==> config.mk <==
export PLATFORM = sky130hd
export DESIGN_NAME = adc_decoder
export DESIGN_NICKNAME = d
export VERILOG_FILES = /design/src/rtl/adc_pkg.sv /design/src/rtl/adc_tables.sv /design/src/rtl/adc_ctx_store.sv /design/src/rtl/adc_decoder.sv
export SDC_FILE = /design/constraint.sdc
export NUM_CORES = 1
export LEC_CHECK = 0
export ABC_CLOCK_PERIOD_IN_PS = 16730
export CAP_MARGIN = 25
export CORE_MARGIN = 5
export CORE_UTILIZATION = 35
export DETAILED_ROUTE_END_ITERATION = 8
export GPL_TIMING_DRIVEN = 0
export PLACE_DENSITY = 0.56
export SYNTH_ARGS = -nofsm -noshare
export SYNTH_HDL_FRONTEND = slang
export SYNTH_SLANG_ARGS = --single-unit
==> constraint.sdc <==
create_clock -name clk -period 16.73 [get_ports clk]
set_clock_uncertainty 0.15 [all_clocks]
set_input_delay 2.5095 -clock clk [delete_from_list [all_inputs] [get_ports clk]]
set_output_delay 2.5095 -clock clk [all_outputs]
set_load 0.01 [all_outputs]
==> src/rtl/adc_pkg.sv <==
package adc_pkg;
    localparam int NSTATE = 53;
    typedef logic [5:0] st_idx_t;

    typedef enum logic [2:0] {
        ST_OFF,
        ST_FILL_HI,
        ST_FILL_LO,
        ST_IDLE,
        ST_SHIFT
    } fsm_t;

    localparam logic [7:0] RANGE_INIT  = 8'd255;
    localparam logic [7:0] RANGE_FLOOR = 8'd127;
    localparam logic [7:0] SWAP_LIMIT  = 8'd79;
    localparam logic [4:0] CNT_FULL    = 5'd16;
    localparam logic [4:0] CNT_REFILL  = 5'd8;

    // LPS probability per state, five groups starting at 0, 6, 19, 39, 47
    localparam logic [6:0] PROB_TAB [NSTATE] = '{
        7'd90, 7'd37, 7'd17, 7'd8,  7'd3,  7'd1,
        7'd90, 7'd63, 7'd44, 7'd32, 7'd23, 7'd17, 7'd12, 7'd9,  7'd7,  7'd5,  7'd4,  7'd3,  7'd2,
        7'd90, 7'd72, 7'd58, 7'd46, 7'd38, 7'd31, 7'd25, 7'd21, 7'd17, 7'd14, 7'd11, 7'd9,  7'd8,
        7'd7,  7'd5,  7'd4,  7'd4,  7'd3,  7'd2,  7'd2,
        7'd88, 7'd77, 7'd67, 7'd59, 7'd52, 7'd46, 7'd41, 7'd37,
        7'd86, 7'd79, 7'd71, 7'd65, 7'd60, 7'd55
    };

    localparam logic [5:0] NEXT_ON_MPS [NSTATE] = '{
        6'd1,  6'd2,  6'd3,  6'd4,  6'd5,  6'd5,
        6'd7,  6'd8,  6'd9,  6'd10, 6'd11, 6'd12, 6'd13, 6'd14, 6'd15, 6'd16, 6'd17, 6'd18, 6'd5,
        6'd20, 6'd21, 6'd22, 6'd23, 6'd24, 6'd25, 6'd26, 6'd27, 6'd28, 6'd29, 6'd30, 6'd31, 6'd32,
        6'd33, 6'd34, 6'd35, 6'd36, 6'd37, 6'd38, 6'd5,
        6'd40, 6'd41, 6'd42, 6'd43, 6'd44, 6'd45, 6'd46, 6'd24,
        6'd48, 6'd49, 6'd50, 6'd51, 6'd52, 6'd43
    };

    localparam logic [5:0] NEXT_ON_LPS [NSTATE] = '{
        6'd1,  6'd6,  6'd8,  6'd10, 6'd12, 6'd15,
        6'd7,  6'd19, 6'd21, 6'd22, 6'd23, 6'd25, 6'd26, 6'd28, 6'd29, 6'd31, 6'd32, 6'd34, 6'd35,
        6'd20, 6'd39, 6'd40, 6'd42, 6'd44, 6'd45, 6'd46, 6'd25, 6'd26, 6'd26, 6'd27, 6'd28, 6'd29,
        6'd30, 6'd31, 6'd33, 6'd33, 6'd34, 6'd35, 6'd36,
        6'd39, 6'd47, 6'd48, 6'd49, 6'd50, 6'd51, 6'd44, 6'd45,
        6'd47, 6'd47, 6'd48, 6'd49, 6'd50, 6'd51
    };
endpackage

==> src/rtl/adc_tables.sv <==
module adc_tables
    import adc_pkg::*;
(
    input  st_idx_t    st_i,
    output logic [6:0] prob_o,
    output st_idx_t    nxt_mps_o,
    output st_idx_t    nxt_lps_o
);
    always_comb begin
        prob_o    = PROB_TAB[st_i];
        nxt_mps_o = NEXT_ON_MPS[st_i];
        nxt_lps_o = NEXT_ON_LPS[st_i];
    end
endmodule

==> src/rtl/adc_ctx_store.sv <==
module adc_ctx_store
    import adc_pkg::*;
#(
    parameter  int NCTX = 32,
    localparam int CW   = (NCTX > 1) ? $clog2(NCTX) : 1
) (
    input  logic          clk,
    input  logic          rst_n,
    input  logic          clr_i,
    input  logic [CW-1:0] ctx_i,
    input  logic          wr_en_i,
    input  st_idx_t       wr_st_i,
    input  logic          wr_mps_i,
    output st_idx_t       rd_st_o,
    output logic          rd_mps_o
);
    st_idx_t st_arr  [NCTX];
    logic    mps_arr [NCTX];

    for (genvar g = 0; g < NCTX; g++) begin : g_ctx
        always_ff @(posedge clk or negedge rst_n) begin
            if (!rst_n) begin
                st_arr[g]  <= '0;
                mps_arr[g] <= 1'b0;
            end else if (clr_i) begin
                st_arr[g]  <= '0;
                mps_arr[g] <= 1'b0;
            end else if (wr_en_i && ctx_i == CW'(g)) begin
                st_arr[g]  <= wr_st_i;
                mps_arr[g] <= wr_mps_i;
            end
        end
    end

    assign rd_st_o  = st_arr[ctx_i];
    assign rd_mps_o = mps_arr[ctx_i];
endmodule

==> src/rtl/adc_decoder.sv <==
module adc_decoder
    import adc_pkg::*;
#(
    parameter  int NCTX = 32,
    localparam int CW   = (NCTX > 1) ? $clog2(NCTX) : 1
) (
    input  logic          clk,
    input  logic          rst_n,
    input  logic          start_i,
    input  logic [CW-1:0] ctx_i,
    input  logic          req_i,
    input  logic [7:0]    byte_i,
    input  logic          byte_valid_i,
    output logic          byte_ready_o,
    output logic          idle_o,
    output logic          bit_o,
    output logic          done_o
);
    fsm_t        state_q, state_d;
    logic [7:0]  range_q;
    logic [15:0] win_q;
    logic [4:0]  cnt_q;
    logic        bit_q, done_q;

    st_idx_t     ctx_st, nxt_mps, nxt_lps, upd_st;
    logic        ctx_mps, upd_mps;
    logic [6:0]  prob;

    logic        accept, is_lps, dec_bit;
    logic [7:0]  r_sub, range_sh;
    logic        need_byte, stall;
    logic [15:0] win_fed;

    adc_ctx_store #(.NCTX(NCTX)) i_store (
        .clk      (clk),
        .rst_n    (rst_n),
        .clr_i    (start_i),
        .ctx_i    (ctx_i),
        .wr_en_i  (accept && !start_i),
        .wr_st_i  (upd_st),
        .wr_mps_i (upd_mps),
        .rd_st_o  (ctx_st),
        .rd_mps_o (ctx_mps)
    );

    adc_tables i_tables (
        .st_i      (ctx_st),
        .prob_o    (prob),
        .nxt_mps_o (nxt_mps),
        .nxt_lps_o (nxt_lps)
    );

    // Decision path: range reduction, compare, context update
    always_comb begin
        accept  = (state_q == ST_IDLE) && req_i;
        r_sub   = range_q - {1'b0, prob};
        is_lps  = win_q[15:8] > r_sub;
        dec_bit = ctx_mps ^ is_lps;
        if (is_lps) begin
            upd_st  = nxt_lps;
            upd_mps = ctx_mps ^ (r_sub > SWAP_LIMIT);
        end else begin
            upd_st  = (r_sub < RANGE_FLOOR) ? nxt_mps : ctx_st;
            upd_mps = ctx_mps;
        end
    end

    // Renormalisation path
    always_comb begin
        need_byte = (cnt_q == CNT_REFILL);
        stall     = (state_q == ST_SHIFT) && need_byte && !byte_valid_i;
        win_fed   = need_byte ? {win_q[15:8], byte_i} : win_q;
        range_sh  = {range_q[6:0], 1'b1};
    end

    always_comb begin
        state_d = state_q;
        unique case (state_q)
            ST_OFF:     state_d = ST_OFF;
            ST_FILL_HI: if (byte_valid_i) state_d = ST_FILL_LO;
            ST_FILL_LO: if (byte_valid_i) state_d = ST_IDLE;
            ST_IDLE:    if (req_i && r_sub < RANGE_FLOOR) state_d = ST_SHIFT;
            ST_SHIFT:   if (!stall && range_sh >= RANGE_FLOOR) state_d = ST_IDLE;
            default:    state_d = ST_OFF;
        endcase
        if (start_i) state_d = ST_FILL_HI;
    end

    always_ff @(posedge clk or negedge rst_n) begin
        if (!rst_n) state_q <= ST_OFF;
        else        state_q <= state_d;
    end

    always_ff @(posedge clk or negedge rst_n) begin
        if (!rst_n) begin
            range_q <= RANGE_INIT;
            win_q   <= '0;
            cnt_q   <= CNT_FULL;
            bit_q   <= 1'b0;
            done_q  <= 1'b0;
        end else begin
            done_q <= 1'b0;
            if (start_i) begin
                range_q <= RANGE_INIT;
                win_q   <= '0;
                cnt_q   <= CNT_FULL;
            end else begin
                unique case (state_q)
                    ST_FILL_HI: if (byte_valid_i) win_q[15:8] <= byte_i;
                    ST_FILL_LO: if (byte_valid_i) win_q[7:0]  <= byte_i;
                    ST_IDLE: if (req_i) begin
                        range_q <= r_sub;
                        bit_q   <= dec_bit;
                        if (is_lps) win_q[15:8] <= win_q[15:8] - r_sub - 8'd1;
                        if (r_sub >= RANGE_FLOOR) done_q <= 1'b1;
                    end
                    ST_SHIFT: if (!stall) begin
                        range_q <= range_sh;
                        win_q   <= {win_fed[14:0], 1'b0};
                        cnt_q   <= need_byte ? (CNT_FULL - 5'd1) : (cnt_q - 5'd1);
                        if (range_sh >= RANGE_FLOOR) done_q <= 1'b1;
                    end
                    default: ;
                endcase
            end
        end
    end

    assign byte_ready_o = (state_q == ST_FILL_HI) || (state_q == ST_FILL_LO) ||
                          ((state_q == ST_SHIFT) && need_byte);
    assign idle_o = (state_q == ST_IDLE);
    assign bit_o  = bit_q;
    assign done_o = done_q;
endmodule

Word level (Yosys, flattened, before mapping)
Memories as Yosys holds them, arrays and structs flattened.
Index checks and enable logic that the tools add are counted.
W data, S select, Z words.
Storage, ports and cells
  flip-flop bits (word level): 258
  ROM bits: 1216
  bits of input ports: 18
  output and inout port bits: 4
  word-level logic and storage cells: 391
  memories: 3
Cells by class
  add/sub/neg operators: 4
  order comparisons: 7
  eq/ne operators: 44
  muxes and demuxes: 171
  bitwise gates (word level): 5
  reductions and logical operators: 86
Memory list
  (no name shown): words 64, width 7, read ports 1, clocked after memory_dff 0, write ports 0, line adc_tables.sv:10  | prob_o = PROB_TAB[st_i];
  (no name shown): words 64, width 6, read ports 1, clocked after memory_dff 0, write ports 0, line adc_tables.sv:12  | nxt_lps_o = NEXT_ON_LPS[st_i];
  (no name shown): words 64, width 6, read ports 1, clocked after memory_dff 0, write ports 0, line adc_tables.sv:11  | nxt_mps_o = NEXT_ON_MPS[st_i];
Operators with widths (count)
  $mux W6: 72
  $eq A5 B5 Y1 const B: 16
  $mux W1: 72
  $reduce_bool A2 Y1: 33
  $mux W8: 7
  $eq A5 B4 Y1 const B: 9
  $logic_and A1 B1 Y1: 38
  $mux W16: 2
  $pmux W8 S2: 2
  $bmux W6 S5: 1
  $pmux W8 S3: 1
  $eq A5 B3 Y1 const B: 4
  $mux W5: 4
  $ge A8 B7 Y1 const B: 2
  $mux W3: 5
  $mux W7: 2
  $ne A3 B3 Y1 const B: 4
  $pmux W3 S4: 1
  $eq A5 B2 Y1 const B: 2
  $ne A3 B2 Y1 const B: 3
  $reduce_and A3 Y1: 3
  $gt A8 B7 Y1 const B: 1
  $gt A8 B8 Y1: 1
  $lt A8 B7 Y1 const B: 1
  other kinds (25): 31

Longest topological paths before layout
  word-level depth: 15
  gate-level depth with buffers: 34
  gate-level depth less buffers: 25

By module
Synthesis repeated with hierarchy kept, for this count alone.
Unflattened totals
  cell total of the unflattened synthesis: 1702
  area, all modules: 15606.2 um^2
By module, submodules not included
  adc_ctx_store: times used 1, cells each 1103, area each 11243.3 um^2, sequential area each 5605.4 um^2
  adc_decoder: times used 1, cells each 367, area each 2894.0 um^2, sequential area each 862.1 um^2
  adc_tables: times used 1, cells each 232, area each 1468.9 um^2, sequential area each 0.0 um^2

Worst setup path after synthesis
Ideal clock, no wire load.
  kind: input-to-reg
  start point: in ctx_i[1]
  end point: reg win_q[11]
  setup time: 0.125 ns
  arrival: 8.345 ns
  data required time: 16.455 ns
  slack: 8.110 ns
  stages on the path: 30
  buffers on the path: 7
  path through: buf_6 > buf_12 > buf_12 > buf_6 > buf_6 > mux2_1 > o221ai_2 > ha_1 > clkbuf_1 > nand2_1 > a21oi_1 > a21oi_1 > nand2_1 > a31o_2 > ha_1 > inv_1 > fa_1 > a21o_1 > a21oi_1 > or4b_2 > o2111ai_1 > inv_1 > ha_1 > nand4_1 > o22ai_1 > a21o_1 > buf_2 > a21oi_1 > nor2_1 > mux2_2
On the way
  longest elaborated chain between the ends: 15
  elaborated cells between the ends (all ways): 18
  those cells by class: add/sub: 3; order compare: 1; eq/ne: 1; mux: 9; bitwise: 2; reduce/logical: 1; memory: 1
Ends and longest elaborated chain
  from (decl): line adc_decoder.sv:10  | input logic [CW-1:0] ctx_i,
  $not A5 Y6 (not written as such) *: line adc_ctx_store.sv:35  | assign rd_st_o = st_arr[ctx_i];
  $bmux W6 S5 *: line adc_ctx_store.sv:35
  $mux W6 (not written as such) * (2 in a row): line adc_ctx_store.sv:35
  $not A6 Y7 (not written as such) *: line adc_tables.sv:10
  $mem_v2 Z64 W7 *
  $mux W7 (not written as such) * (2 in a row): line adc_tables.sv:10
  $sub A8 B7 Y8 *: line adc_decoder.sv:56  | r_sub = range_q - {1'b0, prob};
  $sub A8 B8 Y8: line adc_decoder.sv:114  | if (is_lps) win_q[15:8] <= win_q[15:8] - r_sub - 8'd1;
  $sub A8 B1 Y8: line adc_decoder.sv:114
  $mux W8: line adc_decoder.sv:114
  $mux W8: line adc_decoder.sv:111  | ST_IDLE: if (req_i) begin
  $pmux W8 S3: line adc_decoder.sv:108  | unique case (state_q)
  $mux W16: line adc_decoder.sv:103  | if (start_i) begin
  to (signal assigned): line adc_decoder.sv:109  | ST_FILL_HI: if (byte_valid_i) win_q[15:8] <= byte_i;
  to (signal assigned): line adc_decoder.sv:114
  to (signal assigned): line adc_decoder.sv:119  | win_q <= {win_fed[14:0], 1'b0};
  to (decl): line adc_decoder.sv:21  | logic [15:0] win_q;
Every way passes the cells marked *; elsewhere a longest branch is shown, timed or not. The select of a mux whose other input is x is not followed.
A chain may end at the register's enable or synchronous reset.

Worst setup path in the final report
  start point: in ctx_i[0]
  end point: reg i_store.st_arr[99] (netlist bit)
On the way
  longest elaborated chain between the ends: 14
  elaborated cells between the ends (all ways): 24
  those cells by class: add/sub: 1; order compare: 2; eq/ne: 1; mux: 13; bitwise: 2; reduce/logical: 2; memory: 3
Ends and longest elaborated chain
  $not A5 Y6 (not written as such): line adc_ctx_store.sv:35
  $bmux W6 S5: line adc_ctx_store.sv:35
  $mux W6 (not written as such) (2 in a row): line adc_ctx_store.sv:35
  $not A6 Y7 (not written as such): line adc_tables.sv:10, adc_tables.sv:11, adc_tables.sv:12
  $mem_v2 Z64 W7
  $mux W7 (not written as such) (2 in a row): line adc_tables.sv:10
  $sub A8 B7 Y8: line adc_decoder.sv:56
  $lt A8 B7 Y1: line adc_decoder.sv:63  | upd_st = (r_sub < RANGE_FLOOR) ? nxt_mps : ctx_st;
  $mux W6: line adc_decoder.sv:63
  $mux W6: line adc_decoder.sv:59  | if (is_lps) begin
  $mux W6: line adc_ctx_store.sv:28  | end else if (wr_en_i && ctx_i == CW'(g)) begin
  $mux W6: line adc_ctx_store.sv:25  | end else if (clr_i) begin
  to (signal, indexed assignment): line adc_ctx_store.sv:29  | st_arr[g] <= wr_st_i;
  to (decl): line adc_ctx_store.sv:17  | st_idx_t st_arr [NCTX];
Several ways; a longest one is shown, not always the timed one. The select of a mux whose other input is x is not followed.

==> flow_summary.yaml <==
outcome:
  outcome: "finished, final reports clean"
pwr:
  combPwrFrac_pct: 39.9
  switching_share_pct: 41.3
  p_total_mw: 2.16
  p_int_mw: 1.27
  powerDensity_nw_per_um2: 128
  ir_drop_mv: 0.0817
  power.leakage_nw: 6.85
  clkPwrFrac_pct: 28.5
  power.net_switching_uw: 890
  seqPwrFrac_pct: 31.6
timing:
  slew_viol_final: 0
  tns_ps: 0
  rsz0062_at_grt: "no"
  tightest_slew_ps: 936
  timing.final.crit_period_ps: 10740
  setup-violations-final: 0
  relSlewSlack_pct: 37.0
  hold_viol: 0
  fmax_mhz: 93.1
  fin_crit_sh_pct: 64.2
worst_setup_path:
  cp.arrival_ps: 11010
  critPathKind: "primary input to flop"
  slowest_delay_ps: 820
  crit_path_end_kind: "flop"
  cp.required_ps: 17000
  start_kind: "primary input"
  cp_max_fo: 15
  crit_slowest_cell: "o31ai_1"
hold_path:
  hold_class: "flop to flop"
floorplanning:
  die-height_microns: 217
  core-area_sq_um: 42800
  fp-row-count: 76
  start_util_pct: 35.1
  dieArea_sq_um: 47200
  die_w_microns: 217
  pin_count: 22
logic_synthesis:
  synth_nets: 1699
  synth.area.mux_share_pct: 10.3
  synthAdderAreaFrac_pct: 2.93
  synth_seq_cells: 258
  synth_area_sq_um: 15000
  synthCells: 1647
  synth_xor_area_share_pct: 0.874
  synth_top_area_share_pct: 41.4
  synth_top_area_cell: "dfrtp_1"
  synthArstFlopShare_pct: 100
  yosysWarningCount: 0
  yosysSeqAreaShare_pct: 43.0
  synth_compound_area_share_pct: 20.5
  synth_ff_type: "dfrtp_1"
  synth_common_cells: "249 x dfrtp_1, 225 x nand2_1, 183 x o21ai_0, 180 x nand3_1, 102 x nor2_1"
  synthTopCellsByArea: "dfrtp_1 41%, o21ai_0 6.1%, nand3_1 6.0%"
  synth.most_common_cell: "dfrtp_1"
  ys_types: 85
  synthSimpleGateAreaFrac_pct: 17.5
  synth_edf_count: 0
  avgSynthCellArea_sq_um: 9.13
  synth_top_family_by_area: "compound AO/OA/AOI/OAI gates"
detailed_routing:
  drc: 0
  vias: 13360
  drtIter0Drc: 1330
  first_pass_iters: 6
  avgViaCountPerCell: 5.90
  finalWirelength_microns: 52900
  ant_nets: 0
  routedWlPerCell_microns: 23.4
cts:
  post_cts_resized: 0
  cts.sinks: 258
  h-tree-depth: 1
  worstSkewPairLatency_ps: 570
  cts_setup_buffers: 0
  clk_pin_slew_ps: 60
  ctsHoldBuffers: 0
  numCtsBuffers: 28
  clockBufferDepth: 3
  cts_root_buf: "clkbuf_16"
  tritoncts: "built"
global_route:
  grt_pass1_vias: 13057
  grt.overflow.total: 0
  grt_max_degree: 111
  grt_pass1_wl_microns: 81200
  antenna_found_initial: 1
  grt_usage_pct: 22.0
finish:
  fillers: 4332
  synthToLayoutAreaGrowth_pct: 12.1
  fin_area_sq_um: 16900
  drive_gt1_share_pct: 11.1
  register_area_sq_um: 6470
  fin_util_pct: 39.4
  nets: 1750
  multiInputGateArea_sq_um: 7830
  diodes: 0
placement:
  numPortBuffers: 17
  place_area_sq_um: 16000
  place_hpwl_microns: 38100
  gp_congestion: 0.973
job:
  drv_cap: 0
[layout make-up]
class / count / share of cell area, %
Sequential cell: 258 / 38.3
Clock inverter: 8 / 0.482
Buffer: 125 / 3.81
Inverter: 26 / 0.579
Tap cell: 546 / 4.05
Clock buffer: 41 / 4.80
Timing Repair Buffer: 21 / 1.50
Multi-Input combinational cell: 1238 / 46.4
[final timing paths]
kind / start / end / slack [ps] / cells after the start
worst max-delay path: ctx_i[0] / i_store.st_arr[99] / 5990 / 31
min in group asynchronous: rst_n / i_store.st_arr[117] / 1740 / 1
worst min register to register: win_q[4] / win_q[4] / 330 / 2
worst min-delay path: win_q[4] / win_q[4] / 330 / 2
worst max register to register: i_store.st_arr[2] / i_store.st_arr[99] / 8500 / 28
max in group asynchronous: rst_n / i_store.st_arr[187] / 13320 / 3
[layout by cell type, fill, tap and decap left out, drive strengths merged, types with 5 or more instances in the layout]
| cell type | count |
|---|---|
| xnor2 | 10 |
| mux4 | 39 |
| nor2 | 103 |
| a22oi | 15 |
| clkinv | 7 |
| nor3 | 15 |
| clkdlybuf4s50 | 16 |
| buf | 46 |
| a21oi | 131 |
| mux2i | 48 |
| inv | 24 |
| a31oi | 13 |
| clkbuf | 125 |
| o22ai | 5 |
| and3 | 5 |
| xor2 | 5 |
| o221ai | 6 |
| a21o | 6 |
| ha | 32 |
| dfrtp | 249 |
| mux2 | 15 |
| a211oi | 13 |
| nor2b | 9 |
| a221oi | 8 |
| and2 | 9 |
| o31ai | 12 |
| nand2 | 227 |
| o21ai | 232 |
| dfstp | 9 |
| nand4 | 7 |
| nand2b | 10 |
| o211ai | 14 |
| nand3 | 180 |
[critical path: cells and delay by family]
family	cells	cell delay (ps)
XOR/XNOR	1	530
buffers and inverters	9	3400
AO/OA/AOI/OAI	14	2900
adder cells (fa/ha/maj)	3	850
multiplexers	1	270
AND/OR/NAND/NOR	3	490
[per-layer routing]
| layer | routed length [microns] | vias up | global-route usage (%) | part of all wire [%] |
|---|---|---|---|---|
| li1 | - | 6092 | - | - |
| met1 | 22800 | 6619 | 30.5 | 43 |
| met2 | 24300 | 545 | 35.6 | 46 |
| met3 | 4060 | 102 | 3.92 | 7.7 |
| met4 | 1720 | 2 | 6.49 | 3.2 |
| met5 | 13 | - | 0 | 0.025 |
[power by group through the flow]
stage	Sequential (mW)	Clock (mW)	Combinational, mW
finish	0.682	0.614	0.861
floorplan	0.686	0	0.566
CTS	0.682	0.623	0.846
global route	0.686	0.649	0.943
global placement	0.694	0	0.837
detailed placement	0.693	0	0.841
[stage by stage]
stage / hold slack (ps) / std cells / setup slack (ps)
2_1_floorplan: 298 / 1647 / 8110
3_3_place_gp: 313 / 2210 / 1300
3_5_place_dp: 317 / 2212 / 5040
4_1_cts: 331 / 2261 / 5630
5_1_grt: 355 / 2263 / 5510
6_report: 326 / 2263 / 5990
[logic make-up (layout without fill, tap and decap cells)]
kind of cell | Yosys count | count (layout)
xor+xnor | 15 | 15
simple gates | 584 | 584
flops | 258 | 258
mux | 102 | 102
buf+inv | 151 | 221
compound gates | 503 | 503
fa+ha+maj | 34 | 34
[registers in the layout (all words and copies together) (netlist names)]
name and flops:
bit_o 1, done_o 1, range_q 8, win_q 16, i_store.st_arr 192, cnt_q 5, i_store.mps_arr 32, state_q 3
(Power assumes the default switching activity.)
